`config.mk`:
```
export PLATFORM = sky130hd
export DESIGN_NAME = alarm_irq_router
export DESIGN_NICKNAME = d
export VERILOG_FILES = /design/src/rtl/alrm_pkg.sv /design/src/rtl/alrm_match.sv /design/src/rtl/irq_chan.sv /design/src/rtl/irq_route.sv /design/src/rtl/alarm_irq_router.sv
export SDC_FILE = /design/constraint.sdc
export NUM_CORES = 1
export LEC_CHECK = 0
export BUFFER_PORTS_ARGS = -buffer_cell sky130_fd_sc_hd__buf_2
export CAP_MARGIN = 20
export CORE_MARGIN = 2
export CORE_UTILIZATION = 45
export CTS_BUF_LIST = sky130_fd_sc_hd__clkbuf_16
export CTS_CLUSTER_DIAMETER = 80
export DETAILED_ROUTE_END_ITERATION = 10
export GPL_TIMING_DRIVEN = 1
export PLACE_DENSITY = 0.86
export SETUP_SLACK_MARGIN = 0.05
export SLEW_MARGIN = 20
export SYNTH_ARGS = -nofsm -noshare
export SYNTH_HDL_FRONTEND = slang
export SYNTH_SLANG_ARGS = --single-unit
```
`constraint.sdc`:
```
create_clock -name clk -period 1.4 [get_ports clk]
set_clock_uncertainty 0.15 [all_clocks]
set_input_delay 0.07 -clock clk [delete_from_list [all_inputs] [get_ports clk]]
set_output_delay 0.07 -clock clk [all_outputs]
set_load 0.02 [all_outputs]
```
`src/rtl/alrm_pkg.sv`:
```
package alrm_pkg;

    localparam int REG_W = 8;

    localparam logic [3:0] OFS_MIN_AL = 4'h3;
    localparam logic [3:0] OFS_HR_AL  = 4'h5;
    localparam logic [3:0] OFS_DAY_AL = 4'h7;
    localparam logic [3:0] OFS_CMD    = 4'hB;
    localparam logic [3:0] OFS_WD_LO  = 4'hC;
    localparam logic [3:0] OFS_WD_HI  = 4'hD;

    typedef enum logic [1:0] {
        CMP_EXACT  = 2'd0,
        CMP_DAILY  = 2'd1,
        CMP_HOURLY = 2'd2,
        CMP_MINUTE = 2'd3
    } cmp_mode_e;

    typedef struct packed {
        logic [REG_W-1:0] min_al;
        logic [REG_W-1:0] hr_al;
        logic [REG_W-1:0] day_al;
        logic             cmd_b7;
        logic             swap;
        logic             b_src;
        logic             pulse;
        logic             wd_mask;
        logic             tod_mask;
    } regs_t;

    localparam int CH_TOD = 0;
    localparam int CH_WD  = 1;
    localparam int N_CH   = 2;

endpackage

```
`src/rtl/alrm_match.sv`:
```
module alrm_match
    import alrm_pkg::*;
(
    input  logic [REG_W-1:0] min_al,
    input  logic [REG_W-1:0] hr_al,
    input  logic [REG_W-1:0] day_al,
    input  logic             chk_stb,
    input  logic [REG_W-1:0] nxt_sec,
    input  logic [REG_W-1:0] nxt_min,
    input  logic [REG_W-1:0] nxt_hour,
    input  logic [REG_W-1:0] nxt_day,
    output logic             hit
);

    cmp_mode_e mode;
    logic      min_eq;
    logic      hr_eq;
    logic      day_eq;
    logic      want;

    always_comb begin
        unique case ({day_al[7], hr_al[7], min_al[7]})
            3'b100:  mode = CMP_DAILY;
            3'b110:  mode = CMP_HOURLY;
            3'b111:  mode = CMP_MINUTE;
            default: mode = CMP_EXACT;
        endcase
    end

    always_comb begin
        min_eq = (nxt_min[6:0] == min_al[6:0]);
        hr_eq  = (nxt_hour[6:0] == hr_al[6:0]);
        day_eq = (nxt_day[6:0] == {4'b0000, day_al[2:0]});
        unique case (mode)
            CMP_MINUTE: want = 1'b1;
            CMP_HOURLY: want = min_eq;
            CMP_DAILY:  want = min_eq & hr_eq;
            default:    want = min_eq & hr_eq & day_eq;
        endcase
        hit = chk_stb & (nxt_sec == '0) & want;
    end

endmodule

```
`src/rtl/irq_chan.sv`:
```
module irq_chan #(
    parameter int PULSE_TICKS = 4
) (
    input  logic clk,
    input  logic rst_n,
    input  logic set_i,
    input  logic clr_i,
    input  logic pulse_i,
    input  logic tick_i,
    output logic flag_o
);

    localparam int CNT_W = $clog2(PULSE_TICKS + 1);

    typedef struct packed {
        logic             flag;
        logic [CNT_W-1:0] cnt;
    } chan_t;

    chan_t st_d;
    chan_t st_q;

    always_comb begin
        st_d = st_q;
        if (set_i) begin
            st_d.flag = 1'b1;
            st_d.cnt  = CNT_W'(PULSE_TICKS);
        end else if (clr_i) begin
            st_d.flag = 1'b0;
            st_d.cnt  = '0;
        end else if (pulse_i && st_q.flag && tick_i) begin
            if (st_q.cnt <= CNT_W'(1)) begin
                st_d.flag = 1'b0;
                st_d.cnt  = '0;
            end else begin
                st_d.cnt = st_q.cnt - CNT_W'(1);
            end
        end
    end

    always_ff @(posedge clk or negedge rst_n) begin
        if (!rst_n) begin
            st_q <= '0;
        end else begin
            st_q <= st_d;
        end
    end

    assign flag_o = st_q.flag;

endmodule

```
`src/rtl/irq_route.sv`:
```
module irq_route (
    input  logic tod_req,
    input  logic wd_req,
    input  logic swap,
    output logic line_a,
    output logic line_b
);

    always_comb begin
        if (swap) begin
            line_a = tod_req;
            line_b = wd_req;
        end else begin
            line_a = wd_req;
            line_b = tod_req;
        end
    end

endmodule

```
`src/rtl/alarm_irq_router.sv`:
```
module alarm_irq_router
    import alrm_pkg::*;
#(
    parameter int ADDR_W      = 4,
    parameter int PULSE_TICKS = 4
) (
    input  logic              clk,
    input  logic              rst_n,
    input  logic              tick_1k,
    input  logic              chk_stb,
    input  logic [REG_W-1:0]  nxt_sec,
    input  logic [REG_W-1:0]  nxt_min,
    input  logic [REG_W-1:0]  nxt_hour,
    input  logic [REG_W-1:0]  nxt_day,
    input  logic              wd_expire,
    input  logic              bus_sel,
    input  logic              bus_wr,
    input  logic [ADDR_W-1:0] bus_addr,
    input  logic [REG_W-1:0]  bus_wdata,
    output logic [REG_W-1:0]  bus_rdata,
    output logic              inta_drv,
    output logic              intb_drv,
    output logic              intb_src
);

    regs_t r_d;
    regs_t r_q;

    logic            alarm_hit;
    logic            tod_acc;
    logic            wd_acc;
    logic [N_CH-1:0] ch_set;
    logic [N_CH-1:0] ch_clr;
    logic [N_CH-1:0] ch_flag;
    logic            tod_flag;
    logic            wd_flag;
    logic            tod_req;
    logic            wd_req;

    function automatic logic at(input logic [ADDR_W-1:0] a, input logic [3:0] ofs);
        return a == ADDR_W'(ofs);
    endfunction

    assign tod_acc = bus_sel & (at(bus_addr, OFS_MIN_AL) | at(bus_addr, OFS_HR_AL) |
                                at(bus_addr, OFS_DAY_AL));
    assign wd_acc  = bus_sel & (at(bus_addr, OFS_WD_LO) | at(bus_addr, OFS_WD_HI));

    always_comb begin
        r_d = r_q;
        if (bus_sel && bus_wr) begin
            if (at(bus_addr, OFS_MIN_AL)) r_d.min_al = bus_wdata;
            if (at(bus_addr, OFS_HR_AL))  r_d.hr_al  = bus_wdata;
            if (at(bus_addr, OFS_DAY_AL)) r_d.day_al = {bus_wdata[7], 4'b0000, bus_wdata[2:0]};
            if (at(bus_addr, OFS_CMD)) begin
                r_d.cmd_b7   = bus_wdata[7];
                r_d.swap     = bus_wdata[6];
                r_d.b_src    = bus_wdata[5];
                r_d.pulse    = bus_wdata[4];
                r_d.wd_mask  = bus_wdata[3];
                r_d.tod_mask = bus_wdata[2];
            end
        end
    end

    always_ff @(posedge clk or negedge rst_n) begin
        if (!rst_n) begin
            r_q <= '0;
        end else begin
            r_q <= r_d;
        end
    end

    alrm_match u_match (
        .min_al   (r_q.min_al),
        .hr_al    (r_q.hr_al),
        .day_al   (r_q.day_al),
        .chk_stb  (chk_stb),
        .nxt_sec  (nxt_sec),
        .nxt_min  (nxt_min),
        .nxt_hour (nxt_hour),
        .nxt_day  (nxt_day),
        .hit      (alarm_hit)
    );

    assign ch_set[CH_TOD] = alarm_hit;
    assign ch_set[CH_WD]  = wd_expire;
    assign ch_clr[CH_TOD] = tod_acc;
    assign ch_clr[CH_WD]  = wd_acc;

    for (genvar i = 0; i < N_CH; i++) begin : g_ch
        irq_chan #(
            .PULSE_TICKS (PULSE_TICKS)
        ) u_chan (
            .clk     (clk),
            .rst_n   (rst_n),
            .set_i   (ch_set[i]),
            .clr_i   (ch_clr[i]),
            .pulse_i (r_q.pulse),
            .tick_i  (tick_1k),
            .flag_o  (ch_flag[i])
        );
    end

    assign tod_flag = ch_flag[CH_TOD];
    assign wd_flag  = ch_flag[CH_WD];
    assign tod_req  = tod_flag & ~r_q.tod_mask;
    assign wd_req   = wd_flag & ~r_q.wd_mask;

    irq_route u_route (
        .tod_req (tod_req),
        .wd_req  (wd_req),
        .swap    (r_q.swap),
        .line_a  (inta_drv),
        .line_b  (intb_drv)
    );

    assign intb_src = r_q.b_src;

    always_comb begin
        bus_rdata = '0;
        if (at(bus_addr, OFS_MIN_AL)) bus_rdata = r_q.min_al;
        if (at(bus_addr, OFS_HR_AL))  bus_rdata = r_q.hr_al;
        if (at(bus_addr, OFS_DAY_AL)) bus_rdata = r_q.day_al;
        if (at(bus_addr, OFS_CMD)) begin
            bus_rdata = {r_q.cmd_b7, r_q.swap, r_q.b_src, r_q.pulse,
                         r_q.wd_mask, r_q.tod_mask, wd_flag, tod_flag};
        end
    end

endmodule

```
# Yosys cells after proc, flatten, opt, wreduce, memory -nomap -nowiden
# Cells that the tools add are included.
# word_totals
regBits	34
latchBits	0
ram_bits	0
romBits	0
output_inout_bits	11
n_memories	0
# op_classes
n_addsub	2
mul	0
div_mod_pow	0
n_lt_le_gt_ge	2
eq_ne	15
n_shift	0
n_mux	18
bitwise	13
n_reduce_logical	16
# op_table
cell	n
two-way mux 8 bit	4
two-way mux 4 bit	6
== test 7 bit	2
== test 4 bit, second input constant	3
AND reduction 2 bit	6
nonzero test 3 bit	4
== test 3 bit, second input constant	3
bitwise AND 1 bit	8
== test 4 x 3 -> 1 bit, second input constant	2
logical NOT 8 bit	1
== test 7 x 3 -> 1 bit	1
less-or-equal comparator 3 x 1 -> 1 bit, second input constant	2
two-way mux 3 bit	2
one-hot mux 2 bit (3 select lines)	1
subtractor 3 x 1 -> 3 bit, second input constant	2
logical AND 1 bit	5
== test 2 bit, second input constant	2
== test 4 x 2 -> 1 bit, second input constant	1
two-way mux 1 bit	4
OR 1 bit	3
one-hot mux 1 bit (3 select lines)	1
== test 2 x 1 -> 1 bit, second input constant	1
inverter 1 bit	2

# Depth between registers and ports, before layout
# Gate-level depths: netlist of run 1.
# logic_depth
ltp_word	7
depth_mapped	6
mapped_depth_nobuf	6

# By module
# From an unflattened synthesis of run 1, not the netlist that was laid out.
# unflattened
hier_cells	189
hier_area_um2	2090.8
# by_module_without_submodules
mod	n_inst	cells_each	area_each_um2
alarm_irq_router	1	103	1340.0
irq_chan	2	25	229.0
alrm_match	1	34	270.3
irq_route	1	2	22.5

# Worst setup path before layout of run 1
# Ideal clock, no wire load.
# synth_path
kind	in2reg
startpoint	input bus_addr[3]
endpoint	register r_q[22] in the netlist's numbering
setup_time_ps	125
t_arrival_ps	1178
required_time_ps	1125
path_slack_ps	-53
path_stages	4
path_buffers	0
path_cell_list	and2b_1 -> nand3_2 -> nor3b_4 -> mux2_2
# synth_via
elab_chain_cells	2
# synth_lines
item	line	text
start: declaration	alarm_irq_router.sv:18	input logic [ADDR_W-1:0] bus_addr,
== test 4 x 2 -> 1 bit	alarm_irq_router.sv:41	return a == ADDR_W'(ofs);
AND reduction 2 bit (no line)	--	
end signal: assignment	alarm_irq_router.sv:69	r_q <= r_d;
end: declaration	alarm_irq_router.sv:27	regs_t r_q;
# Every way passes these cells.
# A chain may end at the register's enable or synchronous reset.

# Final worst setup path of run 1
# layout_path
startpoint	register r_q[19] in the netlist's numbering
endpoint	register g_ch[0].u_chan.st_q, in the netlist g_ch[0].u_chan.flag_o
# layout_via
elab_chain_cells	7
elab_cells_between_ends	9
# layout_lines
item	line	text
== test 7 bit (*)	alrm_match.sv:32	hr_eq = (nxt_hour[6:0] == hr_al[6:0]);
bitwise AND 1 bit (*)	alrm_match.sv:37, alrm_match.sv:38	
bitwise AND 1 bit	alrm_match.sv:38	default: want = min_eq & hr_eq & day_eq;
one-hot mux 1 bit (3 select lines) (*)	alrm_match.sv:34	unique case (mode)
bitwise AND 1 bit (*)	alrm_match.sv:40	hit = chk_stb & (nxt_sec == '0) & want;
nonzero test 3 bit (no line)	--	
AND reduction 2 bit (no line)	--	
end signal: assignment	irq_chan.sv:45	st_q <= st_d;
end: declaration	irq_chan.sv:21	chan_t st_q;
# Every way passes the cells marked *; elsewhere a longest branch is shown, timed or not.

==> results of run 1 <==
[power by group]
part           switching (mW)  internal, mW
sequential              0.177          1.18
clock                   0.412         0.826
combinational           0.642         0.831
[worst min-delay path by stage]
| stage | startpoint | to | slack, ns | cells after the start |
|---|---|---|---|---|
| after floorplan | rst_n | g_ch[0].u_chan.flag_o | -0.38 | 0 |
| after global placement | rst_n | r_q[29] | -0.02 | 2 |
| after detailed placement | rst_n | r_q[29] | -0.02 | 2 |
| after CTS | nxt_sec[6] | g_ch[0].u_chan.st_q[2] | 0.08 | 4 |
| after global routing | tick_1k | g_ch[1].u_chan.st_q[2] | 0.14 | 4 |
| final | nxt_sec[6] | g_ch[0].u_chan.st_q[1] | 0.12 | 4 |
[cell families (layout without fill, tap and decap cells)]
| kind of cell | count (synthesis) | after routing | share of synthesized area (%) |
|---|---|---|---|
| compound gates | 46 | 46 | 14.5 |
| buf+inv | 12 | 131 | 2.93 |
| fa+ha+maj | 4 | 4 | 2.39 |
| flops | 34 | 34 | 40.6 |
| mux | 32 | 32 | 18.2 |
| simple gates | 47 | 47 | 14.3 |
| xor+xnor | 17 | 17 | 7.11 |
[timing repair]
action	4_1_cts	5_1_grt
endpoints found under the hold margin	64	0
setup buffers	5	4
pin swaps	17	17
setup endpoints to repair	18	25
hold buffers	10	0
gates resized for setup	35	29
[sequential cells by signal, summed over array words and instances (netlist names)]
register / cells
intb_src: 1
r_q: 25
g_ch.u_chan.st_q: 6
g_ch.u_chan.flag_o: 2
[synthesized netlist by cell type]
master | instances | area, µm²
o41ai_1 | 2 | 17.5
mux2_2 | 24 | 270
and2b_1 | 1 | 7.51
a211oi_1 | 2 | 15.0
a21o_1 | 1 | 7.51
buf_6 | 2 | 22.5
o21ai_0 | 17 | 85.1
xnor2_1 | 11 | 96.3
o211ai_1 | 2 | 15.0
nand2_1 | 15 | 56.3
o21bai_1 | 2 | 15.0
mux2_4 | 6 | 90.1
o31ai_1 | 3 | 22.5
and4b_1 | 1 | 10.0
nand3_2 | 1 | 10.0
nand3_1 | 3 | 15.0
and3_4 | 2 | 22.5
a311oi_1 | 1 | 8.76
clkbuf_1 | 1 | 3.75
nor2b_4 | 1 | 13.8
nand4b_1 | 1 | 8.76
a21oi_1 | 4 | 20.0
nor3_1 | 1 | 5.00
nand2b_1 | 5 | 31.3
a31oi_1 | 3 | 18.8
nor4_1 | 3 | 18.8
and2_1 | 2 | 12.5
mux2i_1 | 2 | 20.0
nand3b_1 | 1 | 7.51
nor2b_1 | 1 | 6.26
ha_1 | 4 | 50.1
inv_1 | 8 | 30.0
nor3b_4 | 2 | 37.5
a22o_1 | 2 | 17.5
a22oi_1 | 4 | 30.0
o41a_1 | 2 | 22.5
or2_2 | 1 | 6.26
o21a_1 | 1 | 7.51
dfrtp_1 | 34 | 851
nor2_1 | 3 | 11.3
xor2_1 | 6 | 52.6
nand4_1 | 3 | 18.8
buf_2 | 1 | 5.00
[final cells by class]
class	count	area share, %
well taps	52	1.95
clock buffers	5	3.75
inverters	8	0.900
multi-input cells	146	41.3
clock inverters	3	1.12
repair buffers	115	25.5
flip-flops and latches	34	25.5
[stage by stage]
step / cell area, µm² / cells
after floorplan: 2120 / 192
after global placement: 2760 / 336
after detailed placement: 2760 / 336
after CTS: 3190 / 359
after global routing: 3340 / 363
final: 3340 / 363
[worst reg2reg max path, delay by kind of cell, from the launching register on]
kind / cells / cell delay [ns]
simple gates: 1 / 0.22
flops: 1 / 0.40
xor+xnor: 1 / 0.17
compound gates: 2 / 0.71
[routing by layer]
metal,routed length [µm],part of all wire (%)
met4,155,2.4
met5,0,0
met3,404,6.2
met1,2560,39
met2,3440,52
==> results.yml, run 1 <==
status:
  status: "complete, but fails checks"
  failed_checks: "negative setup slack"
worst_setup_path:
  cp_slowest_stage_delay_ns: 0.48
  regToRegSetupSlack_ns: -0.35
  reg2reg_to: "g_ch[0].u_chan.flag_o"
  critical_path_class: "reg2reg"
  crit_path_end_kind: "register"
  worstSetupEndpoint: "g_ch[0].u_chan.flag_o"
  worst-path-buf-inv: 0
  crit_required_ns: 1.43
  cp.arrival_ns: 1.78
  r2r_start: "r_q[19]"
  critical_path_peak_fanout: 2
  crit_chain: "xnor2_1 > nand4_1 > o41a_1 > o31ai_2"
  critPathLaunch: "r_q[19]"
  rr_worst_depth: 4
  setup.worst_path.start_class: "register"
  cp_slowest_cell: "o41a_1"
  cp_num_cells: 4
  path_delay_family: "compound AO/OA/AOI/OAI gates"
routing:
  antenna_left: 0
  wire_per_inst_um: 18.1
  routed_via_density: 5.68
  drc: 0
  first_iter_violations: 171
  drt-total-wl_um: 6560
  first_pass_iters: 5
  vias: 2063
final_layout:
  diodes: 0
  seq_area_um2: 851
  fillers: 275
  final_core_util_pct: 75.6
  layout_commonest_cell: "buf_2"
  drive_gt1_share_pct: 57.2
  final_net_count: 365
  final_cell_mix: "buf_2, buf_4, dfrtp_1"
  multiInputGateArea_mm2: 0.00138
  syn2layout_area_growth_pct: 59.4
timing:
  max_freq_mhz: 573
  finalSetupTns_ns: -2.28
  fin_ws_ns: -0.346
  hold_ws_ns: 0.124
  rsz0062_at_grt: "yes"
  maxSlewHeadroom_pct: 70.7
  setup_viol: 14
  hold_viol: 0
  fin_crit_ns: 1.75
  final-max-slew-violation-count: 0
  fin_crit_sh_pct: 125
  tightestPinTransition_ns: 0.440
global_routing:
  grt_start_max_net_pins: 35
  antenna_found_initial: 0
  grt_pass1_wl_um: 9980
  grt_util_met2_pct: 44.6
  grt.met3_usage_pct: 5.00
  grt_pass1_vias: 2108
  grt_busiest_layer: "met2"
  met1_usage_pct: 30.6
  track_usage_pct: 25.3
  overflow: 0
logic_synthesis:
  seq_area_frac_synth_pct: 40.6
  syn_area_mm2: 0.00209
  postSynthCellCount: 192
  synthDistinctLibCells: 43
  synth_nets: 247
  ys_seq_elements: 34
  syn_avg_cell_area_um2: 10.9
  yosys_warnings: 0
run:
  maxCapViolCount: 0
cts:
  clk_path_buf_depth: 2
  clk_latency_ns: 0.28
  numCtsBuffers: 5
  cts_tree: "done"
  h-tree-depth: 2
  clk_pin_slew_ns: 0.06
  root_buffer: "clkbuf_16"
  tritoncts_num_sinks: 34
power_and_ir_drop:
  powerDensity_mw_per_mm2: 1220
  vdd.ir_drop.worst_mv: 0.927
  p_leak_nw: 1.55
  finalPower_mw: 4.07
die:
  row_count: 24
  dieHeight_um: 72.2
  start_util_pct: 47.4
  num_io_pins: 62
  core_area_mm2: 0.00441
  die_x_um: 72.2
  design.die.area_mm2: 0.00521
placed_design:
  io_buffers: 58
  dp_hpwl_um: 4330
  place.gp.congestion: 0.876
  dp_slack_ns: -0.228
worst_hold_path:
  hp-class: "in2reg"
Note: power is estimated with default switching activity, not from simulation.
==> run 2: changes to the inputs <==
Settings changed: ABC_AREA from default to 1, PLACE_DENSITY 0.86 to 0.82.
Clock period 1.4 ns to 2.1 ns, I/O delays scaled along.
==> results.yml, run 2 <==
global_routing:
  overflow: 0
  grt_util_met2_pct: 35.2
  track_usage_pct: 21.0
  grt_pass1_wl_um: 8750
  grt_pass1_vias: 2003
  grt_start_max_net_pins: 35
  grt.met3_usage_pct: 6.50
  grt_busiest_layer: "met2"
  antenna_found_initial: 0
  met1_usage_pct: 25.5
power_and_ir_drop:
  powerDensity_mw_per_mm2: 819
  finalPower_mw: 2.29
  p_leak_nw: 1.51
  vdd.ir_drop.worst_mv: 0.511
worst_setup_path:
  critical_path_peak_fanout: 6
  crit_chain: "nor2_1 > nor2_1 > nor2_1 > nand2_1 > o21ai_0 > nand3_1 > nand3_1 > nand2_1"
  regToRegSetupSlack_ns: 0.52
  crit_path_end_kind: "register"
  crit_top_cell: "nor2_1"
  setup.worst_path.start_class: "register"
  cp_slowest_stage_delay_ns: 0.42
  cp_slowest_cell: "dfrtp_1"
  cp.arrival_ns: 1.60
  crit_required_ns: 2.12
  critical_path_class: "reg2reg"
final_layout:
  final_area_mm2: 0.00280
  final_net_count: 428
  final_cell_mix: "nand2_1, buf_2, inv_1"
  drive_gt1_share_pct: 27.3
  syn2layout_area_growth_pct: 26.5
  largest_register_ffs: 25
  fillers: 422
  layout_commonest_cell: "nand2_1"
  top_register: "r_q"
  diodes: 0
logic_synthesis:
  ys_top_cells_by_count: "nand2_1, inv_1, dfrtp_1, o21ai_2, nor2_1"
  synth_edf_count: 0
  ys_seq_elements: 34
  synth_top_family_by_area: "simple AND/OR/NAND/NOR gates"
  seq_area_frac_synth_pct: 38.4
  syn_area_mm2: 0.00221
  postSynthCellCount: 302
  synth_top_cell_by_area: "dfrtp_1"
  yosys.area_share.adder_pct: 2.26
  synthDistinctLibCells: 29
  synth_flop_cell: "dfrtp_1"
  synthArstFlopShare_pct: 100
  yosysMostFrequentCell: "nand2_1"
  yosys_warnings: 0
  synth_compound_area_share_pct: 17.4
  synth_top_area_share_pct: 38.4
  synth.area.top_cells: "dfrtp_1, nand2_1, inv_1"
  synthXorXnorAreaFrac_pct: 0.791
  syn_avg_cell_area_um2: 7.33
  synth_simple_gate_area_share_pct: 30.1
  synth_mux_area_share_pct: 0
  synth_nets: 357
routing:
  wire_per_inst_um: 11.9
  drt-total-wl_um: 5240
  drc: 0
  antenna_left: 0
  first_iter_violations: 180
  first_pass_iters: 4
  routed_via_density: 4.84
  vias: 2131
cts:
  clk_latency_ns: 0.28
  postCtsSetupRepairBufs: 0
  clk_path_buf_depth: 2
  cts_tree: "done"
  hold_buffers: 8
  tritoncts_num_sinks: 34
  h-tree-depth: 2
  clk_pin_slew_ns: 0.05
  root_buffer: "clkbuf_16"
  numCtsBuffers: 5
  cts_resized: 0
timing:
  maxSlewHeadroom_pct: 48.0
  fin_crit_ns: 1.58
  fin_crit_sh_pct: 75.2
  rsz0062_at_grt: "no"
  tightestPinTransition_ns: 0.779
  setup_viol: 0
  finalSetupTns_ns: 0
  max_freq_mhz: 633
  hold_viol: 0
  final-max-slew-violation-count: 0
placed_design:
  io_buffers: 58
  place.gp.congestion: 0.864
  dp_hpwl_um: 3880
  postPlaceCellArea_mm2: 0.00256
die:
  die_x_um: 74.1
  num_io_pins: 62
  row_count: 25
  start_util_pct: 46.9
  design.die.area_mm2: 0.00550
  dieHeight_um: 74.1
  core_area_mm2: 0.00472
worst_hold_path:
  hp-class: "in2reg"
status:
  status: "complete, no violations"
run:
  maxCapViolCount: 0
-- run 2: cell types whose count changed after synthesis, sizes merged, moves of 5 or more --
cell / change
nand2: +97
inv: +48
mux2: -30
nor2: +17
o21ai: +16
nand3: +11
xnor2: -10
nand2b: -5
xor2: -5
-- run 2: cell families (layout without fill, tap and decap cells) --
family                   count (synthesis)  in the layout
flip-flops                              34             34
AO/OA/AOI/OAI                           52             52
buffers and inverters                   59            130
adder cells (fa/ha/maj)                  4              4
AND/OR/NAND/NOR                        151            151
XOR/XNOR                                 2              2
-- run 2: power breakdown --
| group | internal, mW | switching, mW | leakage [nW] | total (mW) |
|---|---|---|---|---|
| sequential | 0.789 | 0.115 | 0.438 | 0.903 |
| combinational | 0.243 | 0.333 | 0.992 | 0.576 |
| clock | 0.548 | 0.267 | 0.0773 | 0.815 |
| total | 1.58 | 0.714 | 1.51 | 2.29 |
-- run 2: area by class of cell --
cell class	count	area (µm²)	area share, %
clock buffer	5	125	4.47
inverter	56	210	7.51
clock inverter	2	33.8	1.21
multi-input combinational	209	1120	39.9
timing repair buffer	67	378	13.5
sequential	34	851	30.4
tap	67	83.8	2.99
-- run 2: worst paths after layout --
kind	start	end	cells after the start
max in group asynchronous	rst_n	g_ch[0].u_chan.st_q[2]	2
worst max register to register	r_q[15]	g_ch[0].u_chan.st_q[0]	8
worst max-delay path	r_q[15]	g_ch[0].u_chan.st_q[0]	8
worst min register to register	r_q[29]	r_q[29]	2
worst min-delay path	bus_wdata[7]	r_q[5]	3
min in group asynchronous	rst_n	g_ch[0].u_chan.st_q[0]	2
-- run 2: worst max-delay path, delay by kind of cell, from the launching register on --
kind	cells	cell delay, ns
DFF	1	0.42
and+or+nand+nor	7	0.76
AOI/OAI and AO/OA	1	0.15
-- run 2: stage by stage --
step	cells	util (%)	worst slack (ns)	hold slack, ns
after global placement	425	54.2	0.607	0.0692
after floorplan	302	-	0.771	-0.341
after global routing	440	59.3	0.357	0.0297
after detailed placement	425	54.2	0.558	0.0812
after CTS	440	59.3	0.536	0.0106
final	440	59.3	0.521	0.00836
-- run 2: routing by layer --
metal / part of all wire, % / routed length [µm]
met5: 0 / 0
met1: 43 / 2260
met2: 49 / 2570
met3: 6.4 / 333
met4: 1.4 / 74
==> run 3: changes to the inputs <==
Clock period 2.1 ns to 1.54 ns, I/O delays scaled along.
==> results.yml, run 3 (synthesis results as in run 2) <==
status:
  status: "complete, no violations"
power_and_ir_drop:
  vdd.ir_drop.worst_mv: 0.520
  finalPower_mw: 3.02
  p_leak_nw: 1.56
  powerDensity_mw_per_mm2: 1040
timing:
  hold_viol: 0
  rsz0062_at_grt: "yes"
  tightestPinTransition_ns: 0.440
  max_freq_mhz: 670
  setup_viol: 0
  maxSlewHeadroom_pct: 70.6
  final-max-slew-violation-count: 0
  fin_crit_sh_pct: 97.0
  fin_crit_ns: 1.49
worst_setup_path:
  reg2reg_to: "g_ch[0].u_chan.st_q[1]"
  path_delay_family: "simple AND/OR/NAND/NOR gates"
  r2r_start: "r_q[17]"
  crit_chain: "xnor2_1 > nand3_1 > o21ai_2 > nand3_4 > nand3_1 > nand2_1"
  setup.worst_path.start_class: "register"
  critical_path_class: "reg2reg"
  crit_path_end_kind: "register"
  critical_path_peak_fanout: 6
  regToRegSetupSlack_ns: 0.05
  cp_slowest_stage_delay_ns: 0.41
  worst-path-buf-inv: 0
  crit_required_ns: 1.56
  rr_worst_depth: 6
  crit_top_cell: "nand3_1"
  cp.arrival_ns: 1.51
  cp_slowest_cell: "dfrtp_1"
run:
  maxCapViolCount: 0
cts:
  clk_pin_slew_ns: 0.05
  root_buffer: "clkbuf_16"
  h-tree-depth: 2
  cts_tree: "done"
  tritoncts_num_sinks: 34
  numCtsBuffers: 5
  clk_path_buf_depth: 2
  clk_latency_ns: 0.28
die:
  dieHeight_um: 74.1
  start_util_pct: 46.9
  die_x_um: 74.1
  row_count: 25
  core_area_mm2: 0.00472
  design.die.area_mm2: 0.00550
  num_io_pins: 62
placed_design:
  postPlaceCellArea_mm2: 0.00261
  place_inst: 430
  place.gp.congestion: 0.870
  io_buffers: 58
  dp_hpwl_um: 3960
final_layout:
  final_area_mm2: 0.00291
  instances_no_fill: 451
  diodes: 0
  drive_gt1_share_pct: 31.0
  syn2layout_area_growth_pct: 31.5
  largest_register_ffs: 25
  top_register: "r_q"
  layout_commonest_cell: "nand2_1"
  final_net_count: 438
  final_cell_mix: "nand2_1, buf_2, inv_1"
worst_hold_path:
  hold_path.startpoint: "bus_wdata[2]"
  hp-class: "in2reg"
  whs_path_depth: 3
  hold_end: "r_q[16]"
routing:
  first_iter_violations: 132
  drt-total-wl_um: 5670
  antenna_left: 0
  wire_per_inst_um: 12.6
  drc: 0
  vias: 2196
  routed_via_density: 4.87
  first_pass_iters: 5
global_routing:
  grt_pass1_wl_um: 8780
  grt_pass1_vias: 2029
  grt_start_max_net_pins: 35
  track_usage_pct: 21.2
  antenna_found_initial: 0
  overflow: 0
[run 3: cell count changes in the layout (fill, tap and decap cells not counted), moves of 2 or more]
| cell | previous run | this run |
|---|---|---|
| nand3_2 | 0 | 3 |
| buf_4 | 1 | 9 |
| nand3_1 | 14 | 10 |
| a21oi_2 | 1 | 3 |
| a21oi_1 | 7 | 5 |
| o21ai_0 | 9 | 7 |
[run 3: cell type report]
class                      instances  area, µm²
tap                               67       83.8
inverter                          56        210
multi-input combinational        209       1160
clock buffer                       5        125
clock inverter                     3       12.5
timing repair buffer              77        468
sequential                        34        851
fill                             424       1810
[run 3: worst register-to-register path: stages, from the launching register on]
cell	delay (ns)
dfrtp_1	0.41
xnor2_1	0.17
nand3_1	0.14
o21ai_2	0.21
nand3_4	0.14
nand3_1	0.11
nand2_1	0.06
[run 3: power breakdown]
| group | switching [mW] | internal [mW] | total, mW |
|---|---|---|---|
| Clock | 0.362 | 0.584 | 0.946 |
| Combinational | 0.483 | 0.358 | 0.841 |
| Sequential | 0.155 | 1.08 | 1.23 |
| Total | 1.00 | 2.02 | 3.02 |
[run 3: routing by layer]
layer,vias up,global-route usage [%],share of wire [%]
met2,89,38.3,51
met3,14,4.88,5.4
met1,977,24.7,41
met5,-,0,0
li1,1116,-,-
met4,0,6.67,2.5
[run 3: worst max-delay path by stage]
stage,endpoint,startpoint,cells past startpoint
after floorplan,g_ch[0].u_chan.st_q[0],r_q[15],8
final,g_ch[0].u_chan.st_q[1],r_q[17],6
after global placement,g_ch[0].u_chan.st_q[1],r_q[15],8
after CTS,g_ch[0].u_chan.st_q[1],r_q[17],6
after detailed placement,g_ch[0].u_chan.st_q[0],r_q[6],9
after global routing,g_ch[0].u_chan.st_q[1],r_q[7],8
[run 3: metrics by stage]
step | setup TNS, ns | util, % | setup slack, ns | hold slack [ns]
after global routing | -0.0499 | 61.6 | -0.0257 | 0.0355
after global placement | 0 | 55.3 | 0.0724 | -0.0145
final | 0 | 61.6 | 0.0467 | 0.00476
after CTS | 0 | 60.3 | 0.0606 | 0.0132
after floorplan | 0 | - | 0.211 | -0.369
after detailed placement | 0 | 55.3 | 0.0207 | -0.0114
[run 3: timing repair]
item | 4_1_cts | 5_1_grt
pin swaps | 1 | 7
setup endpoints to repair | 2 | 9
hold endpoints to repair | 55 | 0
buffers inserted | 0 | 4
resized for setup | 3 | 8
hold buffers | 9 | 0
